### src/rtl/crc5_pkg.sv
package crc5_pkg;
  localparam int CRC_W = 5;
  // Low bits of generator 100101; the top term is implied by the shift.
  localparam logic [CRC_W-1:0] GEN_LOW = 5'h05;
  localparam int VARIANT_DIV = 0;
  localparam int VARIANT_FB  = 1;

  typedef logic [CRC_W-1:0] crc_t;

  // One long-division step: shift the bit in, subtract when the top was set.
  function automatic crc_t step_div(crc_t r, logic d);
    return {r[CRC_W-2:0], d} ^ (r[CRC_W-1] ? GEN_LOW : '0);
  endfunction

  // One feedback step: the incoming bit joins the feedback term directly.
  function automatic crc_t step_fb(crc_t r, logic d);
    logic f;
    f = r[CRC_W-1] ^ d;
    return {r[CRC_W-2:0], 1'b0} ^ (f ? GEN_LOW : '0);
  endfunction

  function automatic crc_t step(int variant, crc_t r, logic d);
    return (variant == VARIANT_FB) ? step_fb(r, d) : step_div(r, d);
  endfunction
endpackage

### src/rtl/crc5_kstep.sv
// K serial steps collapsed into one XOR matrix, built at elaboration.
module crc5_kstep
  import crc5_pkg::*;
#(
  parameter int K       = 8,
  parameter int VARIANT = VARIANT_DIV
) (
  input  crc_t         state_i,
  input  logic [K-1:0] data_i,
  output crc_t         next_o
);
  localparam int ROWS = CRC_W + K;

  function automatic crc_t run(crc_t s, logic [K-1:0] d);
    crc_t r;
    r = s;
    for (int i = K - 1; i >= 0; i--) r = step(VARIANT, r, d[i]);
    return r;
  endfunction

  // Row j < CRC_W: effect of state bit j; row CRC_W+i: effect of data bit i.
  function automatic logic [ROWS*CRC_W-1:0] build();
    logic [ROWS*CRC_W-1:0] m;
    logic [K-1:0] one;
    crc_t sone;
    m = '0;
    for (int j = 0; j < CRC_W; j++) begin
      sone = '0;
      sone[j] = 1'b1;
      m[j*CRC_W +: CRC_W] = run(sone, '0);
    end
    for (int i = 0; i < K; i++) begin
      one = '0;
      one[i] = 1'b1;
      m[(CRC_W+i)*CRC_W +: CRC_W] = run('0, one);
    end
    return m;
  endfunction

  localparam logic [ROWS*CRC_W-1:0] MAT = build();

  always_comb begin
    crc_t acc;
    acc = '0;
    for (int j = 0; j < CRC_W; j++)
      if (state_i[j]) acc = acc ^ MAT[j*CRC_W +: CRC_W];
    for (int i = 0; i < K; i++)
      if (data_i[i]) acc = acc ^ MAT[(CRC_W+i)*CRC_W +: CRC_W];
    next_o = acc;
  end
endmodule

### src/rtl/crc5_chunk_engine.sv
// One step set per possible valid length, selected by the count of a last chunk.
module crc5_chunk_engine
  import crc5_pkg::*;
#(
  parameter int N       = 8,
  parameter int VARIANT = VARIANT_DIV,
  localparam int CW     = $clog2(N + 1)
) (
  input  crc_t          base_i,
  input  logic [N-1:0]  data_i,
  input  logic          last_i,
  input  logic [CW-1:0] count_i,
  output crc_t          next_o
);
  crc_t cand [1:N];

  for (genvar k = 1; k <= N; k++) begin : g_len
    crc5_kstep #(.K(k), .VARIANT(VARIANT)) u_kstep (
      .state_i(base_i),
      .data_i (data_i[N-1 -: k]),
      .next_o (cand[k])
    );
  end

  logic [CW-1:0] use_k;

  always_comb begin
    if (!last_i || count_i == '0 || count_i > CW'(N)) use_k = CW'(N);
    else use_k = count_i;
    next_o = cand[N];
    for (int k = 1; k <= N; k++)
      if (use_k == CW'(k)) next_o = cand[k];
  end
endmodule

### src/rtl/crc5_parallel.sv
module crc5_parallel
  import crc5_pkg::*;
#(
  parameter int N       = 8,
  parameter int VARIANT = VARIANT_DIV,
  localparam int CW     = $clog2(N + 1)
) (
  input  logic          clk,
  input  logic          rst,
  input  logic          chunk_valid,
  input  logic [N-1:0]  chunk_data,
  input  logic          chunk_last,
  input  logic [CW-1:0] chunk_count,
  output logic [4:0]    crc_out,
  output logic          done
);
  crc_t crc_q, base, chunk_nxt, flush_nxt;
  logic done_q, flush_q, fresh_q;

  assign base = fresh_q ? '0 : crc_q;

  crc5_chunk_engine #(.N(N), .VARIANT(VARIANT)) u_engine (
    .base_i (base),
    .data_i (chunk_data),
    .last_i (chunk_last),
    .count_i(chunk_count),
    .next_o (chunk_nxt)
  );

  if (VARIANT == VARIANT_DIV) begin : g_flush
    crc5_kstep #(.K(CRC_W), .VARIANT(VARIANT_DIV)) u_zeros (
      .state_i(crc_q),
      .data_i ('0),
      .next_o (flush_nxt)
    );
  end else begin : g_noflush
    assign flush_nxt = crc_q;
  end

  always_ff @(posedge clk) begin
    if (rst) begin
      crc_q   <= '0;
      done_q  <= 1'b0;
      flush_q <= 1'b0;
      fresh_q <= 1'b1;
    end else begin
      done_q <= 1'b0;
      if (flush_q) begin
        crc_q   <= flush_nxt;
        done_q  <= 1'b1;
        flush_q <= 1'b0;
        fresh_q <= 1'b1;
      end else if (chunk_valid) begin
        crc_q   <= chunk_nxt;
        fresh_q <= chunk_last && (VARIANT != VARIANT_DIV);
        if (chunk_last) begin
          if (VARIANT == VARIANT_DIV) flush_q <= 1'b1;
          else done_q <= 1'b1;
        end
      end
    end
  end

  assign crc_out = crc_q;
  assign done    = done_q;
endmodule

### config.mk
export PLATFORM = sky130hd
export DESIGN_NAME = crc5_parallel
export DESIGN_NICKNAME = d
export VERILOG_FILES = /design/src/rtl/crc5_pkg.sv /design/src/rtl/crc5_kstep.sv /design/src/rtl/crc5_chunk_engine.sv /design/src/rtl/crc5_parallel.sv
export SDC_FILE = /design/constraint.sdc
export NUM_CORES = 1
export LEC_CHECK = 0
export BUFFER_PORTS_ARGS = -buffer_cell sky130_fd_sc_hd__buf_2
export CORE_MARGIN = 2
export CORE_UTILIZATION = 50
export CTS_CLUSTER_SIZE = 14
export DETAILED_ROUTE_END_ITERATION = 10
export PLACE_DENSITY_LB_ADDON = 0.12
export SYNTH_ARGS = -nofsm -noshare
export SYNTH_HDL_FRONTEND = slang
export SYNTH_SLANG_ARGS = --single-unit
### constraint.sdc
create_clock -name clk -period 3.1 [get_ports clk]
set_input_delay 0.155 -clock clk [delete_from_list [all_inputs] [get_ports clk]]
set_output_delay 0.155 -clock clk [all_outputs]
set_load 0.02 [all_outputs]
# Word-level counts from Yosys, hierarchy flattened
# Index checks and enable logic that the tools add are counted.
[classes]
n_addsub = 0
mul = 0
div = 0
order_cmp = 1
n_eq_ne = 8
n_shift = 0
muxes = 95
bitwise_logic = 73
n_reduce_logical = 7
[ops]
columns = ["cell", "count"]
rows = [
  ["$mux W5", 34],
  ["$mux W4", 24],
  ["$mux W3", 19],
  ["$not A2 Y2", 19],
  ["$not A3 Y3", 12],
  ["$not A1 Y1", 31],
  ["$eq A4 B3 Y1 const B", 4],
  ["$mux W2", 8],
  ["$mux W1", 10],
  ["$eq A4 B2 Y1 const B", 2],
  ["$not A1 Y2", 4],
  ["$not A1 Y1 const A", 6],
  ["$eq A4 B1 Y1 const B", 1],
  ["$eq A4 B4 Y1 const B", 1],
  ["$gt A4 B4 Y1 const B", 1],
  ["$logic_not A4 Y1", 1],
  ["$not A2 Y3", 1],
  ["$reduce_or A3 Y1", 1],
  ["$logic_or A1 B1 Y1", 2],
  ["$reduce_bool A2 Y1", 1],
  ["$reduce_or A2 Y1", 1],
  ["$logic_not A1 Y1", 1],
]
[word_totals]
ff_bits = 8
latch_bits = 0
ram_bits = 0
romBits = 0
input_bits = 16
out_inout_bits = 6
word_cells = 188
n_memories = 0

# Logic depth before layout (Yosys ltp)
[depth]
word_depth = 32
depth_mapped = 8
mapped_depth_nobuf = 6

# By module
# Synthesis repeated with hierarchy kept, for this count alone.
[unflattened]
cells_unflattened = 215
area_unflattened_um2 = 1764.2
[modules_own_cells]
columns = ["module", "n_inst", "cells_each", "area_each_um2"]
rows = [
  ["crc5_chunk_engine", 1, 98, 599.3],
  ["crc5_parallel", 1, 36, 352.8],
  ["crc5_kstep (u_engine.g_len[8].u_kstep)", 1, 13, 177.7],
  ["crc5_kstep (g_flush.u_zeros ...)", 2, 10, 87.6],
  ["crc5_kstep (u_engine.g_len[7].u_kstep)", 1, 13, 127.6],
  ["crc5_kstep (u_engine.g_len[6].u_kstep)", 1, 12, 120.1],
  ["crc5_kstep (u_engine.g_len[4].u_kstep)", 1, 8, 70.1],
  ["crc5_kstep (u_engine.g_len[3].u_kstep)", 1, 5, 58.8],
  ["crc5_kstep (u_engine.g_len[2].u_kstep)", 1, 5, 42.5],
  ["crc5_kstep (u_engine.g_len[1].u_kstep)", 1, 5, 40.0],
]

# Worst setup path before layout
# OpenSTA, ideal clock, no wires.
[synth_path]
path_type = "flip-flop to flip-flop"
startpoint = "register crc_q[2] (netlist: crc_out[2])"
endpoint = "register crc_q[0] (netlist: crc_out[0])"
setup_time_ns = 0.096
t_arrival_ns = 1.849
required_ns = 3.004
setup_slack_ns = 1.156
path_stages_with_launch = 8
period_less_slack_ns = 1.944
cell_sequence = "dfxtp_1 buf_6 xor3_1 nand3_1 or3b_1 a21oi_2 nor4_2 o41ai_2"
[synth_via]
elab_chain_len = 25
elab_cells_between_ends = 44
[synth_rtl]
columns = ["item", "line_no", "rtl"]
rows = [
  ["start: declaration", "crc5_parallel.sv:17", "crc_t crc_q, base, chunk_nxt, flush_nxt;"],
  ["start signal: assignment", "crc5_parallel.sv:49", "crc_q <= flush_nxt;"],
  ["start signal: assignment", "crc5_parallel.sv:54", "crc_q <= chunk_nxt;"],
  ["$mux W5 *", "crc5_parallel.sv:20", "assign base = fresh_q ? '0 : crc_q;"],
  ["$mux W5", "crc5_kstep.sv:46", "if (state_i[j]) acc = acc ^ MAT[j*CRC_W +: CRC_W];"],
  ["$not A3 Y3 (no source line)", "-", ""],
  ["$mux W3", "crc5_kstep.sv:46", ""],
  ["$mux W4", "crc5_kstep.sv:46", ""],
  ["$not A1 Y1 (no source line)", "-", ""],
  ["$mux W1", "crc5_kstep.sv:48", "if (data_i[i]) acc = acc ^ MAT[(CRC_W+i)*CRC_W +: CRC_W];"],
  ["$mux W2", "crc5_kstep.sv:48", ""],
  ["[3 not listed]", "-", ""],
  ["$not A2 Y2 (no source line)", "-", ""],
  ["$mux W3", "crc5_kstep.sv:48", ""],
  ["$mux W4", "crc5_kstep.sv:48", ""],
  ["$mux W5", "crc5_kstep.sv:48", ""],
  ["$mux W5 (7 in series)", "crc5_chunk_engine.sv:32", "if (use_k == CW'(k)) next_o = cand[k];"],
  ["$mux W5 *", "crc5_chunk_engine.sv:32", ""],
  ["$mux W5 *", "crc5_parallel.sv:53", "end else if (chunk_valid) begin"],
  ["$mux W5 *", "crc5_parallel.sv:48", "if (flush_q) begin"],
]
# Every way passes the cells marked *; elsewhere a longest branch is shown, timed or not. The select of a mux whose other input is x is not followed.
# A chain may end at the register's enable or synchronous reset.

# Final worst setup path
[layout_path]
startpoint = "register crc_q[3] (netlist: crc_out[3])"
endpoint = "register crc_q[2] (netlist: crc_out[2])"
[layout_via]
elab_chain_len = 23
elab_cells_between_ends = 39
[layout_rtl]
columns = ["item", "line_no"]
rows = [
  ["$mux W5", "crc5_parallel.sv:20"],
  ["$mux W3", "crc5_kstep.sv:46"],
  ["$not A3 Y3 (no source line)", "-"],
  ["$mux W4", "crc5_kstep.sv:46"],
  ["$not A1 Y1 (no source line)", "-"],
  ["$mux W3", "crc5_kstep.sv:48"],
  ["$mux W4", "crc5_kstep.sv:48"],
  ["$mux W5", "crc5_kstep.sv:48"],
  ["$not A2 Y2 (no source line)", "-"],
  ["$mux W3", "crc5_kstep.sv:48"],
  ["$mux W4", "crc5_kstep.sv:48"],
  ["$not A2 Y2 (no source line)", "-"],
  ["$mux W5", "crc5_kstep.sv:48"],
  ["$mux W5 (8 in series)", "crc5_chunk_engine.sv:32"],
  ["$mux W5", "crc5_parallel.sv:53"],
  ["$mux W5 *", "crc5_parallel.sv:48"],
]
# Marked as above.

==> results.yml <==
floorplan:
  die_width_um: 58.8
  top_level_port_count: 22
  std_cell_core_area_um2: 2810
  die_h_um: 58.8
  core.rowCount: 19
  die_area_um2: 3460
  floorplan.initialDensity_pct: 53.6
clock_tree:
  clock_latency_ns: 0.27
  max-clock-path-buffers: 2
  clock_tree.root_cell: "clkbuf_4"
  cts_tree: "yes"
  clock_sinks: 8
  cts_post_setup_buffers_inserted: 0
  clk_pin_slew_worst_paths_ns: 0.06
  post_cts.resized_instances: 0
  clock_tree.htree_level_count: 1
  cts_buffers: 3
  cts.hold.buffers_added: 0
placed_design:
  dp.final_hpwl_um: 3200
  gpl_congestion: 0.938
  numPortBuffers: 21
pwr:
  power_density_nw_per_um2: 356
  p_leak_nw: 0.591
  worst_ir_drop_vdd_mv: 0.222
cells_and_area:
  fill_cell_instance_count_of_the_final_layout: 298
  post_route_cells_drive_above_1_share_pct: 22.8
  area_growth_syn_to_layout_pct: 3.00
  diodes: 0
  net_count_final: 224
synthesis:
  syn-mean-instance-area_um2: 7.55
  synth_cell_types: 67
  synth_top_cell_by_area: "dfxtp_1"
  postSynthRegisterBits: 8
  synthesis.instances: 199
  synth_top_area_share_pct: 10.7
  synth_fp_nets: 215
  synth.yosys.warnings: 0
  synth_common_cells: "nand2_1 (17), nor2_1 (16), a21oi_1 (15)"
  synth-edff-count: 0
  post_synth_main_area_contributors: "dfxtp_1 (11%), a21oi_1 (5.0%), nand2_1 (4.2%)"
  synth-async-reset-ratio_pct: 0
  synth_seq_area_share_pct: 10.7
  synthFlopType: "dfxtp_1"
  most_used_standard_cell_by_instance_count_after_synthesis: "nand2_1"
  synth_area_um2: 1500
route:
  drt-total-wl_um: 4270
  dr.pass1.iters: 7
  detail_route.vias_per_cell: 6.71
  drt-wirelength-per-cell_um: 18.0
  drt-initial-drc-count: 119
  detail_route.drc_violations: 1
  routed-via-count: 1591
  route.antenna.remaining_nets: 0
critical_path:
  critPathKind: "flip-flop to flip-flop"
  critical_path_arrival_ns: 2.43
  worst_path_dominant_cell_family: "flip-flops"
  timing.critical_path.buf_inv: 0
  crit_path_end_kind: "flip-flop"
  cp_slowest_cell: "dfxtp_1"
  worstSetupStartpointType: "flip-flop"
  crit_required_ns: 3.29
  crit_path_cell_trace: "xnor2_4 > mux2_2 > xnor2_1 > a221oi_1 > o211ai_1 > a31oi_1"
  crit_fanout: 11
  max_stage_delay_ns: 0.68
sta:
  fmax_achieved_ghz: 0.446
  report.final.hold_viol_count: 0
  finalCritPeriodShare_pct: 72.3
  grt_setup_unrepaired: "false"
  worst_hold_slack_ns: 0.139
  drv_slew: 0
  timing.clock.skew_ns: 0.00267
  setup_tns_final_ns: 0
  worst_slew_pin_slew_ns: 0.777
  min_tclk_post_route_ns: 2.24
  setup_viol: 0
  relSlewSlack_pct: 48.1
grt:
  groute.usage.overall_pct: 26.6
  global_route_track_usage_on_met1_pct: 34.9
  grt_first_pass_wirelength_um: 6940
  first_global_vias: 1481
  grt_antenna_before_repair: 0
  met3_usage_pct: 6.59
  global_route.usage.met2_pct: 41.3
  grt_most_used_layer: "met2"
  maximum_number_of_pins_on_one_net_before_global_route_repair: 24
  grt_overflow: 0
status:
  status: "finished, violations left"
  violations: "DRC"
flow_run:
  timing.max_cap.violations: 0
worst_hold_path:
  worst_hold_path_class: "primary input to flip-flop"
==> logic make-up after synthesis <==
| kind of cell | count (synthesis) | share of synthesized area [%] |
|---|---|---|
| AO/OA/AOI/OAI | 68 | 32.7 |
| XOR/XNOR | 18 | 15.5 |
| buffers and inverters | 22 | 9.32 |
| multiplexers | 4 | 3.08 |
| flip-flops | 8 | 10.7 |
| AND/OR/NAND/NOR | 79 | 28.7 |
==> cells in the final DEF (no fill, tap or decap), drive strengths merged, types with 6 or more instances in the layout <==
cell type  synthesis  routed
nor2b              9       9
dfxtp              8       8
nor3               7       7
nand2             17      17
nor2              16      16
o21ai             13      13
buf                9      21
a21oi             16      16
xor2               6       6
xnor2             10      10
==> report_power, final <==
group          leakage (nW)  internal [mW]  switching, mW  total (mW)
Sequential           0.0661          0.114         0.0415       0.156
Clock                0.0138         0.0447         0.0416      0.0863
Combinational         0.511          0.141          0.169       0.310
==> layer usage <==
| layer | share of wire, % | routed length, um |
|---|---|---|
| met1 | 42 | 1790 |
| met2 | 45 | 1910 |
| met3 | 12 | 492 |
| met4 | 2.0 | 84 |
| met5 | 0 | 0 |
==> worst reg2reg max path: stages (launching register included) <==
cell and delay (ns):
dfxtp_1 0.68, xnor2_4 0.25, mux2_2 0.39, xnor2_1 0.17, a221oi_1 0.35, o211ai_1 0.15, a31oi_1 0.18
==> sequential cells by signal, indices dropped and copies added (netlist names) <==
| register | flops |
|---|---|
| crc_out | 5 |
| done | 1 |
| fresh_q | 1 |
| flush_q | 1 |
==> through the flow <==
step	setup slack, ns	total power, mW	util, %	cells	area (um2)
3_5_place_dp	0.905	0.461	54.4	234	1530
2_1_floorplan	1.16	0.405	-	199	1500
6_report	0.859	0.552	55.2	237	1550
5_1_grt	0.747	0.587	55.2	237	1550
4_1_cts	0.873	0.549	55.2	237	1550
3_3_place_gp	0.889	0.460	54.4	234	1530
==> final cells by class <==
cell class                      instances  area, um2  share of cell area [%]
Timing Repair Buffer                   21        105                    6.79
Inverter                                5       18.8                    1.21
Tap cell                               31       38.8                    2.51
Sequential cell                         8        160                    10.3
Multi-Input combinational cell        169       1200                    77.7
Clock buffer                            3       22.5                    1.46
==> path summary, 6_finish.rpt <==
| check | from | slack [ns] | endpoint | cells after the start |
|---|---|---|---|---|
| worst max-delay path | crc_out[3]$_SDFFE_PP0P_ | 0.86 | crc_out[2]$_SDFFE_PP0P_ | 6 |
| worst min register to register | flush_q$_SDFF_PP0_ | 0.66 | done$_SDFF_PP0_ | 1 |
| worst min-delay path | chunk_valid | 0.14 | fresh_q$_SDFFE_PP1P_ | 2 |
| worst max register to register | crc_out[3]$_SDFFE_PP0P_ | 0.86 | crc_out[2]$_SDFFE_PP0P_ | 6 |
Note: power is estimated with default switching activity, not from simulation.
